File: src/rtl/dmx_pkg.sv
package dmx_pkg;
  typedef enum logic [2:0] {
    SEG_IDLE, SEG_BREAK, SEG_MAB, SEG_SLOT, SEG_GAP, SEG_WAIT
  } seg_e;

  localparam int BREAK_US  = 176;
  localparam int MAB_US    = 12;
  localparam int BIT_US    = 4;
  localparam int CHAR_BITS = 11;
  localparam int CHAR_US   = BIT_US * CHAR_BITS;
endpackage

File: src/rtl/dmx_us_tick.sv
module dmx_us_tick #(
  parameter int DIV_W = 8
) (
  input  logic             clk,
  input  logic             rst,
  input  logic [DIV_W-1:0] div,
  output logic             tick
);
  logic [DIV_W-1:0] cnt;

  always_ff @(posedge clk) begin
    if (rst) begin
      cnt  <= '0;
      tick <= 1'b0;
    end else if (cnt >= div) begin
      cnt  <= '0;
      tick <= 1'b1;
    end else begin
      cnt  <= cnt + 1'b1;
      tick <= 1'b0;
    end
  end
endmodule

File: src/rtl/dmx_period_ctr.sv
module dmx_period_ctr #(
  parameter int PER_W = 24
) (
  input  logic             clk,
  input  logic             rst,
  input  logic             tick,
  input  logic             restart,
  input  logic [PER_W-1:0] period,
  output logic             due
);
  logic [PER_W-1:0] elapsed;

  // due once the current tick is the last one of the programmed period
  assign due = ({1'b0, elapsed} + 1'b1) >= {1'b0, period};

  always_ff @(posedge clk) begin
    if (rst) begin
      elapsed <= '0;
    end else if (tick) begin
      if (restart)
        elapsed <= '0;
      else if (elapsed != '1)
        elapsed <= elapsed + 1'b1;
    end
  end
endmodule

File: src/rtl/dmx_seq.sv
module dmx_seq
  import dmx_pkg::*;
#(
  parameter int SLOT_W = 10,
  parameter int ADDR_W = 9,
  parameter int GAP_W  = 16,
  parameter int CNT_W  = 16
) (
  input  logic              clk,
  input  logic              rst,
  input  logic              tick,
  input  logic              en,
  input  logic [SLOT_W-1:0] slots,
  input  logic [GAP_W-1:0]  gap,
  input  logic              due,
  input  logic [7:0]        rd_data,
  output seg_e              st,
  output logic [CNT_W-1:0]  cnt,
  output logic [7:0]        cur_byte,
  output logic [ADDR_W-1:0] rd_addr,
  output logic              brk_start
);
  seg_e              nxt;
  logic [CNT_W-1:0]  len_m1;
  logic              seg_end;
  logic              enter_slot;
  logic [SLOT_W-1:0] idx;
  logic [SLOT_W-1:0] idx_nxt;

  always_comb begin
    unique case (st)
      SEG_BREAK: len_m1 = CNT_W'(BREAK_US - 1);
      SEG_MAB:   len_m1 = CNT_W'(MAB_US - 1);
      SEG_SLOT:  len_m1 = CNT_W'(CHAR_US - 1);
      SEG_GAP:   len_m1 = CNT_W'(gap) - 1'b1;
      default:   len_m1 = '0;
    endcase
  end

  assign seg_end = (cnt == len_m1);

  always_comb begin
    nxt = st;
    unique case (st)
      SEG_IDLE:  if (en) nxt = SEG_BREAK;
      SEG_BREAK: if (seg_end) nxt = en ? SEG_MAB : SEG_IDLE;
      SEG_MAB:   if (seg_end) nxt = en ? SEG_SLOT : SEG_IDLE;
      SEG_SLOT: begin
        if (seg_end) begin
          if (!en)                nxt = SEG_IDLE;
          else if (idx == slots)  nxt = due ? SEG_BREAK : SEG_WAIT;
          else if (gap == '0)     nxt = SEG_SLOT;
          else                    nxt = SEG_GAP;
        end
      end
      SEG_GAP:   if (seg_end) nxt = en ? SEG_SLOT : SEG_IDLE;
      SEG_WAIT: begin
        if (!en)      nxt = SEG_IDLE;
        else if (due) nxt = SEG_BREAK;
      end
      default:   nxt = SEG_IDLE;
    endcase
  end

  assign enter_slot = seg_end && (nxt == SEG_SLOT);
  assign idx_nxt    = (st == SEG_MAB) ? '0 : idx + 1'b1;
  assign brk_start  = tick && (nxt == SEG_BREAK) && (st != SEG_BREAK);

  always_ff @(posedge clk) begin
    if (rst) begin
      st       <= SEG_IDLE;
      cnt      <= '0;
      idx      <= '0;
      cur_byte <= '0;
      rd_addr  <= '0;
    end else if (tick) begin
      st  <= nxt;
      cnt <= seg_end ? '0 : cnt + 1'b1;
      if (enter_slot) begin
        idx      <= idx_nxt;
        // start code is zero; a data slot takes the byte fetched during the previous slot
        cur_byte <= (st == SEG_MAB) ? 8'h00 : rd_data;
        // address for the slot after the one now starting
        rd_addr  <= idx_nxt[ADDR_W-1:0];
      end
    end
  end
endmodule

File: src/rtl/dmx_bit_out.sv
module dmx_bit_out
  import dmx_pkg::*;
#(
  parameter int CNT_W = 16
) (
  input  logic             clk,
  input  logic             rst,
  input  seg_e             st,
  input  logic [CNT_W-1:0] cnt,
  input  logic [7:0]       cur_byte,
  output logic             tx
);
  logic [CNT_W-1:0] pos;
  logic [2:0]       bsel;
  logic             tx_d;

  assign pos  = cnt / CNT_W'(BIT_US);
  assign bsel = pos[2:0] - 3'd1;

  always_comb begin
    unique case (st)
      SEG_BREAK: tx_d = 1'b0;
      SEG_SLOT: begin
        if (pos == '0)               tx_d = 1'b0;
        else if (pos <= CNT_W'(8))   tx_d = cur_byte[bsel];
        else                         tx_d = 1'b1;
      end
      default:   tx_d = 1'b1;
    endcase
  end

  always_ff @(posedge clk) begin
    if (rst) tx <= 1'b1;
    else     tx <= tx_d;
  end
endmodule

File: src/rtl/dmx_frame_gen.sv
module dmx_frame_gen
  import dmx_pkg::*;
#(
  parameter int DIV_W  = 8,
  parameter int SLOT_W = 10,
  parameter int ADDR_W = 9,
  parameter int GAP_W  = 16,
  parameter int PER_W  = 24
) (
  input  logic              clk,
  input  logic              rst,
  input  logic              en,
  input  logic [DIV_W-1:0]  us_div,
  input  logic [SLOT_W-1:0] slot_cnt,
  input  logic [GAP_W-1:0]  gap_us,
  input  logic [PER_W-1:0]  period_us,
  output logic [ADDR_W-1:0] rd_addr,
  input  logic [7:0]        rd_data,
  output logic              tx
);
  localparam int CNT_W = (GAP_W > 8) ? GAP_W : 8;

  logic             tick;
  logic             due;
  logic             brk_start;
  seg_e             st;
  logic [CNT_W-1:0] cnt;
  logic [7:0]       cur_byte;

  dmx_us_tick #(.DIV_W(DIV_W)) u_tick (
    .clk(clk), .rst(rst), .div(us_div), .tick(tick)
  );

  dmx_period_ctr #(.PER_W(PER_W)) u_per (
    .clk(clk), .rst(rst), .tick(tick), .restart(brk_start),
    .period(period_us), .due(due)
  );

  dmx_seq #(
    .SLOT_W(SLOT_W), .ADDR_W(ADDR_W), .GAP_W(GAP_W), .CNT_W(CNT_W)
  ) u_seq (
    .clk(clk), .rst(rst), .tick(tick), .en(en), .slots(slot_cnt),
    .gap(gap_us), .due(due), .rd_data(rd_data), .st(st), .cnt(cnt),
    .cur_byte(cur_byte), .rd_addr(rd_addr), .brk_start(brk_start)
  );

  dmx_bit_out #(.CNT_W(CNT_W)) u_out (
    .clk(clk), .rst(rst), .st(st), .cnt(cnt), .cur_byte(cur_byte), .tx(tx)
  );
endmodule

File: config.mk
export PLATFORM = sky130hd
export DESIGN_NAME = dmx_frame_gen
export DESIGN_NICKNAME = d
export VERILOG_FILES = /design/src/rtl/dmx_pkg.sv /design/src/rtl/dmx_us_tick.sv /design/src/rtl/dmx_period_ctr.sv /design/src/rtl/dmx_seq.sv /design/src/rtl/dmx_bit_out.sv /design/src/rtl/dmx_frame_gen.sv
export SDC_FILE = /design/constraint.sdc
export NUM_CORES = 1
export LEC_CHECK = 0
export ABC_AREA = 0
export BUFFER_PORTS_ARGS = -buffer_cell sky130_fd_sc_hd__buf_2
export CORE_MARGIN = 5
export CORE_UTILIZATION = 55
export CTS_CLUSTER_SIZE = 8
export DETAILED_ROUTE_END_ITERATION = 10
export PLACE_DENSITY = 0.85
export SLEW_MARGIN = 10
export SYNTH_ARGS = -nofsm -noshare
export SYNTH_HDL_FRONTEND = slang
export SYNTH_SLANG_ARGS = --single-unit
export TNS_END_PERCENT = 5
File: constraint.sdc
create_clock -name clk -period 10.6 [get_ports clk]
set_input_delay 2.12 -clock clk [delete_from_list [all_inputs] [get_ports clk]]
set_output_delay 2.12 -clock clk [all_outputs]
set_load 0.005 [all_outputs]
-- Word-level counts from Yosys, hierarchy flattened
Index checks and enable logic that the tools add are counted.
- register bits: 80
- add/subtract/negate cells: 7
- magnitude comparators: 4
- equality and inequality tests: 11
- muxes and demuxes: 25
- reduce and logical (&&, ||, !) cells: 11
- operators by type and width (kind ; number):
    one-hot mux 16 bit (4 select lines) ; 1
    two-way mux 24 bit ; 2
    zero test 16 bit ; 2
    two-way mux 3 bit ; 10
    adder 24 x 1 -> 25 bit, second input constant ; 1
    greater-or-equal comparator 25 x 24 -> 1 bit ; 1
    adder 24 x 1 -> 24 bit, second input constant ; 1
    != test 24 bit, second input constant ; 1
    adder 16 x 1 -> 16 bit, second input constant ; 1
    == test 16 bit ; 1
    two-way mux 16 bit ; 1
    subtractor 16 x 1 -> 16 bit, second input constant ; 1
    one-hot mux 3 bit (5 select lines) ; 1
    less-or-equal comparator 14 x 4 -> 1 bit, second input constant ; 1
    adder 10 x 1 -> 10 bit, second input constant ; 1
    == test 10 bit ; 1
    two-way mux 10 bit ; 1
    == test 3 x 2 -> 1 bit, second input constant ; 3
    adder 8 x 1 -> 8 bit, second input constant ; 1
    greater-or-equal comparator 8 bit ; 1
    two-way mux 8 bit ; 1
    == test 3 x 1 -> 1 bit, second input constant ; 2
    == test 3 bit, second input constant ; 2
    less-than comparator 3 x 4 -> 1 bit, second input constant ; 1
    other kinds (11) ; 19

-- Longest topological paths before layout
Gate-level depths: netlist of the first run.
- depth after elaboration: 12
- depth in mapped cells: 18

-- Cells and area by module
A second synthesis of the first run with hierarchy kept.
- cell total of the unflattened synthesis: 748
- area, all modules: 6095.8 sq um
- by module, submodules not included (module ; times used ; cells each ; area each (sq um)):
    dmx_seq ; 1 ; 387 ; 3171.8
    dmx_period_ctr ; 1 ; 282 ; 2175.8
    dmx_us_tick ; 1 ; 59 ; 590.6
    dmx_bit_out ; 1 ; 20 ; 157.7

-- Worst setup path after synthesis of the first run
OpenSTA, ideal clock, no wires.
- path kind: input port to flip-flop
- start: input gap_us[0]
- end: register u_per.elapsed[10]
- library setup time: 81 ps
- arrival: 5173 ps
- required time: 10519 ps
- setup slack: 5346 ps
- stages on the path: 13
- path through: inv_1 ha_1 or3b_1 clkbuf_1 or4_1 xnor2_2 a221oi_2 o2111ai_2 or4_4 o221ai_2 nor4_4 buf_6 a211oi_2
- cells in the longest elaborated chain, start to end: 11
- elaborated cells between the ends (all ways): 17
- classes of those cells: 1 x add/sub; 2 x eq/ne; 9 x mux; 5 x reduce/logical
- ends and longest elaborated chain (what ; RTL line ; RTL):
    from (decl) ; dmx_frame_gen.sv:15 ; input logic [GAP_W-1:0] gap_us,
    branches (longest 5 deep; another with subtractor 16 x 1 -> 16 bit) ; - ;
    one-hot mux 3 bit (5 select lines) (*) ; dmx_seq.sv:44 ; unique case (st)
    == test 3 x 1 -> 1 bit (*) ; dmx_seq.sv:67 ; assign brk_start = tick && (nxt == SEG_BREAK) && (st != SEG_BREAK);
    logical AND 1 bit (*) (2 in a row) ; dmx_seq.sv:67 ;
    nonzero test 2 bit (no line) ; - ;
    AND reduction 2 bit (no line) ; - ;
    to (signal assigned) ; dmx_period_ctr.sv:23 ; elapsed <= elapsed + 1'b1;
    to (decl) ; dmx_period_ctr.sv:11 ; logic [PER_W-1:0] elapsed;
Every way passes the cells marked *.
A chain may end at the register's enable or synchronous reset.

-- Final worst setup path of the first run
- start: input gap_us[0]
- end: register u_seq.idx[6]
- cells in the longest elaborated chain, start to end: 9
- elaborated cells between the ends (all ways): 14
- classes of those cells: 1 x add/sub; 2 x eq/ne; 8 x mux; 3 x reduce/logical
- ends and longest elaborated chain (what ; RTL line ; RTL):
    branches (longest 7 deep; another with subtractor 16 x 1 -> 16 bit) ; - ;
    logical AND 1 bit (*) ; dmx_seq.sv:65 ; assign enter_slot = seg_end && (nxt == SEG_SLOT);
    AND reduction 2 bit (no line) (*) ; - ;
    to (signal assigned) ; dmx_seq.sv:80 ; idx <= idx_nxt;
    to (decl) ; dmx_seq.sv:27 ; logic [SLOT_W-1:0] idx;
Marks and branches as above.

==> results of run 1 <==
power breakdown:
group | internal [mW] | switching [mW] | total [mW] | leakage [nW]
clock | 0.0962 | 0.0962 | 0.192 | 0.0959
sequential | 0.268 | 0.00190 | 0.270 | 0.572
combinational | 0.0255 | 0.0317 | 0.0573 | 2.02
total | 0.390 | 0.130 | 0.519 | 2.69
cell type report:
class,count,area (um2)
multi-input cells,541,3900
inverters,44,165
clock buffers,12,155
clock inverters,4,20.0
well taps,136,170
flip-flops and latches,71,1420
repair buffers,81,413
fillers,937,4040
per-layer routing:
metal | vias to the layer above | global-route usage (%) | share of wire, %
met5 | - | 0 | 0
met4 | 0 | 6.49 | 1.4
met3 | 21 | 3.83 | 5.3
met2 | 143 | 38.3 | 50
met1 | 2467 | 27.8 | 43
li1 | 2591 | - | -
worst max-delay path by stage:
stage              start                        endpoint  slack (ns)  cells past startpoint
5_1_grt        gap_us[0]       u_seq.idx[6]$_SDFFE_PP0P_        4.44                     12
2_1_floorplan  gap_us[0]  u_per.elapsed[10]$_SDFFE_PP0P_        5.35                     13
3_3_place_gp   gap_us[0]       u_seq.idx[6]$_SDFFE_PP0P_        4.56                     12
4_1_cts        gap_us[0]       u_seq.idx[6]$_SDFFE_PP0P_        4.79                     12
3_5_place_dp   gap_us[0]       u_seq.idx[6]$_SDFFE_PP0P_        4.43                     12
6_report       gap_us[0]       u_seq.idx[6]$_SDFFE_PP0P_        4.74                     12
per-stage QoR:
step	setup WS (ns)	instances	hold WS [ns]	power, mW
finish	4.74	889	0.453	0.519
global route	4.44	889	0.469	0.544
CTS	4.79	889	0.457	0.523
detailed placement	4.43	873	0.447	0.333
global placement	4.56	873	0.436	0.330
floorplan	5.35	698	0.429	0.310
kinds of logic (layout without fill, tap and decap cells):
family / count (synthesis) / after routing
buf+inv: 86 / 141
compound gates: 138 / 138
flops: 71 / 71
fa+ha+maj: 40 / 40
simple gates: 266 / 266
mux: 8 / 8
xor+xnor: 89 / 89
worst reg2reg max path: stages (launching register included):
cell and delay [ns]:
dfxtp_1 0.43, and3_1 0.18, nand3_1 0.19, nor4_1 0.58, nand3_1 0.29, nor3_1 0.50, and3_1 0.24, xor2_1 0.08
ha_1 0.31, nand4_1 0.09, or2_2 0.32, nor4_1 0.38, o31ai_1 0.17, and4_1 0.21, o31ai_1 0.25, mux2i_1 0.19
nor4_4 0.23, buf_4 0.38, a211oi_1 0.15
flip-flops by register name, summed over array words and instances, names as in the netlist:
name            cells
u_seq.cur_byte      8
u_seq.idx          10
u_tick.cnt          8
u_out.tx            1
u_seq.cnt          16
u_per.elapsed      24
u_seq.st            3
u_tick.tick         1
layout by cell type (no fill, tap or decap), types with 6 or more instances in the layout:
master,instances
nor2_1,58
buf_2,78
nand3_1,43
a21oi_1,36
ha_1,40
a21o_1,9
a31oi_1,6
a211oi_1,11
a211oi_2,18
and3_1,13
xnor2_1,38
nor4_1,10
clkbuf_8,11
nand2_1,61
o31ai_1,6
nand4_1,15
dfxtp_1,71
o21ai_0,15
xor2_1,49
inv_1,41
or4_1,7
nor3_1,11
Yosys cell counts, types with 9 or more instances:
library cell,count
a211oi_1,11
a21oi_1,36
xor2_1,49
nor2_1,58
buf_4,12
xnor2_1,38
and3_1,13
nand4_1,15
dfxtp_1,71
nor3_1,11
o21ai_0,15
ha_1,40
a21o_1,9
nand3_1,43
nor4_1,10
inv_1,41
a211oi_2,18
nand2_1,61
clkbuf_1,13
==> metrics, run 1 <==
outcome=finished clean; Post-CTS Setup Repair Bufs=0; area of the mapped netlist=between 0.005 and 0.006 mm2; reg2reg start=u_per.elapsed[0]$_SDFFE_PP0P_; worst vdd ir=0.0643 mV; Setup TNS Final=0 ns; Area contributors post-synth=dfxtp_1 25%, ha_1 8.7%, xor2_1 7.5%; Final ANT Viol Nets=0; Worst R2R Path Depth=18; clock skew=approximately 0.011 ns; layout cell share with drive strength beyond 1=18.2%; max-cap viol count=0; Final Hold Vio Count=0; mean post-synth cell area=8.25 um2; clk_lat worst skew=0.34 ns; CTS hold repair buffers=0; Sink Count=between 70 and 80; worst hold endpoint=u_seq.cur_byte[2]$_SDFFE_PP0P_; sequential area share after synthesis=24.7%; R2R Setup Slk=5.30 ns; pin count of the biggest net entering global routing=46; number of buffers created by CTS=9; crit path kind=input port to flop; pwr/cell area=83.2 mW/mm2; # IOs=roughly 80; Ant. Diodes=0; setup violators final=0; Final Util=about three fifths; Synth Flop Type=dfxtp_1; crit path launch type=input port; # resized after CTS=0; DRT iter0 DRCs=335; chip height=112 um; mux cell area share after synthesis=under 10%; port bufs=around 80; overall routing resource usage=22.0%; Post-Synth Simple-Gate Area=between 20% and 30%; RSZ-0062 raised after global routing=false; post-synthesis compound-gate area fraction=a little under a fifth; Die Wd=112 um; CP arrival=6.12 ns; Synth Net Count=807; via count=5222; FFs w/ async S/R, synth=0%; max_slew headroom=29.4%; total wire length=13900 um; Clock Tree Root=clkbuf_8; Static Leak=about 2.7 nW; post-synth top area share=24.7%; slowest CP cell=or4_1; Synth cell types=69; vias per cell=5.87; first drt pass iteration count=4; clk buf depth=2; Synth Area in XOR/XNOR=13.9%; Synth area leader=dfxtp_1; adder-cell share of the synthesized area=about 8.7%; reg-to-reg endpoint=u_per.elapsed[2]$_SDFFE_PP0P_; Die ar.=0.0126 mm2; first-pass GRT wire length=23400 um; ordered cell list for the critical path=buf_2 > inv_1 > ha_1 > or3b_1 > or4_1 > xnor2_2 > a221oi_2 > o2111ai_2 > nor4_4 > nand4_1 > or4_1 > a21oi_1; WHS Path Cells=2; Final nets=between 800 and 900; Tcrit/Tclk final=55.3%; Worst Path Buf+Inv=2; Worst-Margin Slew=1.05 ns; largest family of logic cells by synthesized area=simple AND/OR/NAND/NOR gates; Final min period=5.86 ns; f_max=171 MHz; site row count=37; CP peak stage delay=about 0.72 ns; Synth Register Bits=between 70 and 80; placed instance area=just over 0.006 mm2; H-tree levels=3; EDFF count, synth=0; HPWL after DPL=10600 um; Slew Viols, Final=0; vias in the first global route=5059; HP Start=u_seq.cur_byte[2]$_SDFFE_PP0P_; worst-path maximum fanout=21; grt total ovfl=0; Worst path top cell family by delay=simple AND/OR/NAND/NOR gates; final instance area=0.00624 mm2; DR DRC count=0; CTS clk-pin slew, worst paths=0.07 ns; Area growth syn-to-layout=8.41%; HP Class=flop to flop; Most common cell on crit path=or4_1; initial antenna violation count=0; Syn Inst Count=698; area of the core=a little over 0.01 mm2; Starting Density=56.0%; Routed WL per cell=15.6 um; Critical Path RT=10.86 ns; CTS tree=done; GPL Wtd Cong=around 0.9; Yosys Warn Count=0; CP endpoint kind=flop
No activity file was read; power rests on OpenSTA's default activity.
==> run 2, diff against run 1 <==
==> constraint.sdc (replaced) <==
create_clock -name clk -period 6.05 [get_ports clk]
set_input_delay 1.21 -clock clk [delete_from_list [all_inputs] [get_ports clk]]
set_output_delay 1.21 -clock clk [all_outputs]
set_load 0.005 [all_outputs]
==> run 2 against run 1 <==
  * Worst setup slack got worse by 4.1 ns
  * Total power increased by 100%
  * Sequential share of layout area down 0.39 points
  * Hold slack about the same
  * Via count increased by 1.4%
  * Combinational power grew 76%
  * Largest cell class unchanged
==> metrics, run 2 (synthesis results as in run 1) <==
most frequent cells in the layout=78 x buf_2, 71 x dfxtp_1, 61 x nand2_1; Critical Path RT=6.23 ns (-4.63 ns); initial antenna violation count=0 (unchanged); Tcrit/Tclk final=88.6%; clock skew=0.00894 ns (-0.00161 ns); Worst-Margin Slew=1.03 ns (-0.0244 ns); HP Class=flop to flop; Die ar.=0.0126 mm2 (unchanged); RSZ-0062 raised after global routing=false; Final Non-Filler Cells=891 (+0.22%); worst-path maximum fanout=17 (-19%); pin count of the biggest net entering global routing=46 (unchanged); H-tree levels=3 (unchanged); area of the core=0.0103 mm2 (unchanged); CTS tree=done; HPWL after DPL=10400 um (-1.4%); setup violators final=0 (unchanged); grt met1 use=28.5% (+0.67 points); Slew Viols, Final=0 (unchanged); Routed WL per cell=15.6 um (about the same); Static Leak=2.74 nW (+1.8%); placed instance area=0.00609 mm2 (+0.45%); Clock Tree Root=clkbuf_8; number of buffers created by CTS=9 (unchanged); CTS hold repair buffers=0 (unchanged); max_slew headroom=31.4% (+2.1 points); CP arrival=5.54 ns (-0.58 ns); layout cell share with drive strength beyond 1=18.5% (+0.35 points); filler instances=887 (-5.3%); CTS clk-pin slew, worst paths=0.07 ns (about the same); crit path launch type=flop; Starting Density=56.0% (unchanged); # resized after CTS=0 (unchanged); GRT Max-Usage Layer=met2; vias per cell=5.95 (+1.2%); worst vdd ir=0.149 mV (+130%); max-cap viol count=0 (unchanged); Ant. Diodes=0 (unchanged); port bufs=78 (unchanged); Sink Count=71 (unchanged); overall routing resource usage=22.0% (+0.030 points); # IOs=79 (unchanged); grt total ovfl=0 (unchanged); GR Util met2=37.9% (-0.32 points); Largest regs=u_per.elapsed x24, u_seq.cnt x16, u_seq.idx x10; clk_lat worst skew=0.35 ns (about the same); DR DRC count=0 (unchanged); DRT iter0 DRCs=461 (+38%); vias in the first global route=5129 (+1.4%); Biggest register=u_per.elapsed; most common cell after layout, fill and taps aside=buf_2; first-pass GRT wire length=23700 um (+1.3%); Final Hold Vio Count=0 (unchanged); placed cell count=875 (+0.23%); Final ANT Viol Nets=0 (unchanged); pwr/cell area=166 mW/mm2 (+99%); final instance area=0.00635 mm2 (+1.7%); outcome=finished clean; Area growth syn-to-layout=10.3%; met3 usage=3.18% (-0.65 points); footprint of the multi-input gates=0.00390 mm2 (unchanged); Setup TNS Final=0 ns (unchanged); Post-CTS Setup Repair Bufs=0 (unchanged); site row count=37 (unchanged); clk buf depth=2 (unchanged); FF+latch area=0.00142 mm2 (unchanged); first drt pass iteration count=6 (+2); GPL Wtd Cong=0.901 (+0.63%); crit path kind=flop to flop; Final nets=859 (+0.23%); Final min period=5.36 ns; CP endpoint kind=flop; chip height=112 um (unchanged); Die Wd=112 um (unchanged); f_max=187 MHz; total wire length=13900 um (+0.32%); max FFs per register=24 (unchanged); via count=5297 (+1.4%)
==> run 2: changes by cell type in the layout (fill, tap and decap cells not counted) <==
cell and change:
clkinv_4 +1, buf_4 +1, buf_12 +1, clkbuf_1 -1
bufinv_16 +3, clkinv_2 -3
==> run 2: area by class of cell <==
cell class                 count  area share [%]
sequential                    71            22.4
clock inverter                 5            1.64
multi-input combinational    541            61.4
tap                          136            2.68
inverter                      44            2.60
clock buffer                  11            2.38
timing repair buffer          83            6.94
==> run 2: worst paths after layout <==
| check | from | to | slack (ns) | cells after the start |
|---|---|---|---|---|
| worst max-delay path | u_per.elapsed[0]$_SDFFE_PP0P_ | u_per.elapsed[6]$_SDFFE_PP0P_ | 0.69 | 18 |
| worst min-delay path | u_seq.cur_byte[3]$_SDFFE_PP0P_ | u_seq.cur_byte[3]$_SDFFE_PP0P_ | 0.45 | 2 |
| worst max register to register | u_per.elapsed[0]$_SDFFE_PP0P_ | u_per.elapsed[6]$_SDFFE_PP0P_ | 0.69 | 18 |
| worst min register to register | u_seq.cur_byte[3]$_SDFFE_PP0P_ | u_seq.cur_byte[3]$_SDFFE_PP0P_ | 0.45 | 2 |
==> run 2: through the flow <==
| step | util, % | setup slack (ns) | total power, mW | hold WS [ns] |
|---|---|---|---|---|
| CTS | 61.8 | 0.763 | 1.05 | 0.455 |
| floorplan | - | 1.71 | 0.543 | 0.429 |
| global route | 61.8 | 0.341 | 1.09 | 0.474 |
| finish | 61.8 | 0.692 | 1.05 | 0.453 |
| detailed placement | 59.3 | 0.839 | 0.584 | 0.446 |
| global placement | 59.3 | 0.994 | 0.579 | 0.437 |
==> run 2: critical path: stages (launching register included) <==
cell,delay (ns)
dfxtp_1,0.42
and3_1,0.17
nand3_1,0.20
nor4_1,0.55
nand3_1,0.26
nor3_1,0.46
and2_1,0.21
xor2_1,0.08
ha_1,0.32
nand2_1,0.09
or2_2,0.32
nor4_1,0.39
o31ai_1,0.16
and4_1,0.20
o31ai_1,0.22
mux2i_1,0.16
nor4_4,0.63
buf_12,0.25
a211oi_2,0.09
==> run 2: report_power, final <==
group          internal [mW]  leakage (nW)  total [mW]  switching (mW)
Combinational         0.0451          2.04       0.101          0.0556
Sequential             0.469         0.572       0.473         0.00353
Clock                  0.297         0.130       0.478           0.181
Total                  0.811          2.74        1.05           0.240
==> run 2: metal layers <==
layer | up-vias | routed length [um] | part of all wire [%]
met1 | 2470 | 5920 | 43
li1 | 2592 | - | -
met5 | - | 0 | 0
met2 | 205 | 6810 | 49
met4 | 0 | 273 | 2.0
met3 | 30 | 893 | 6.4
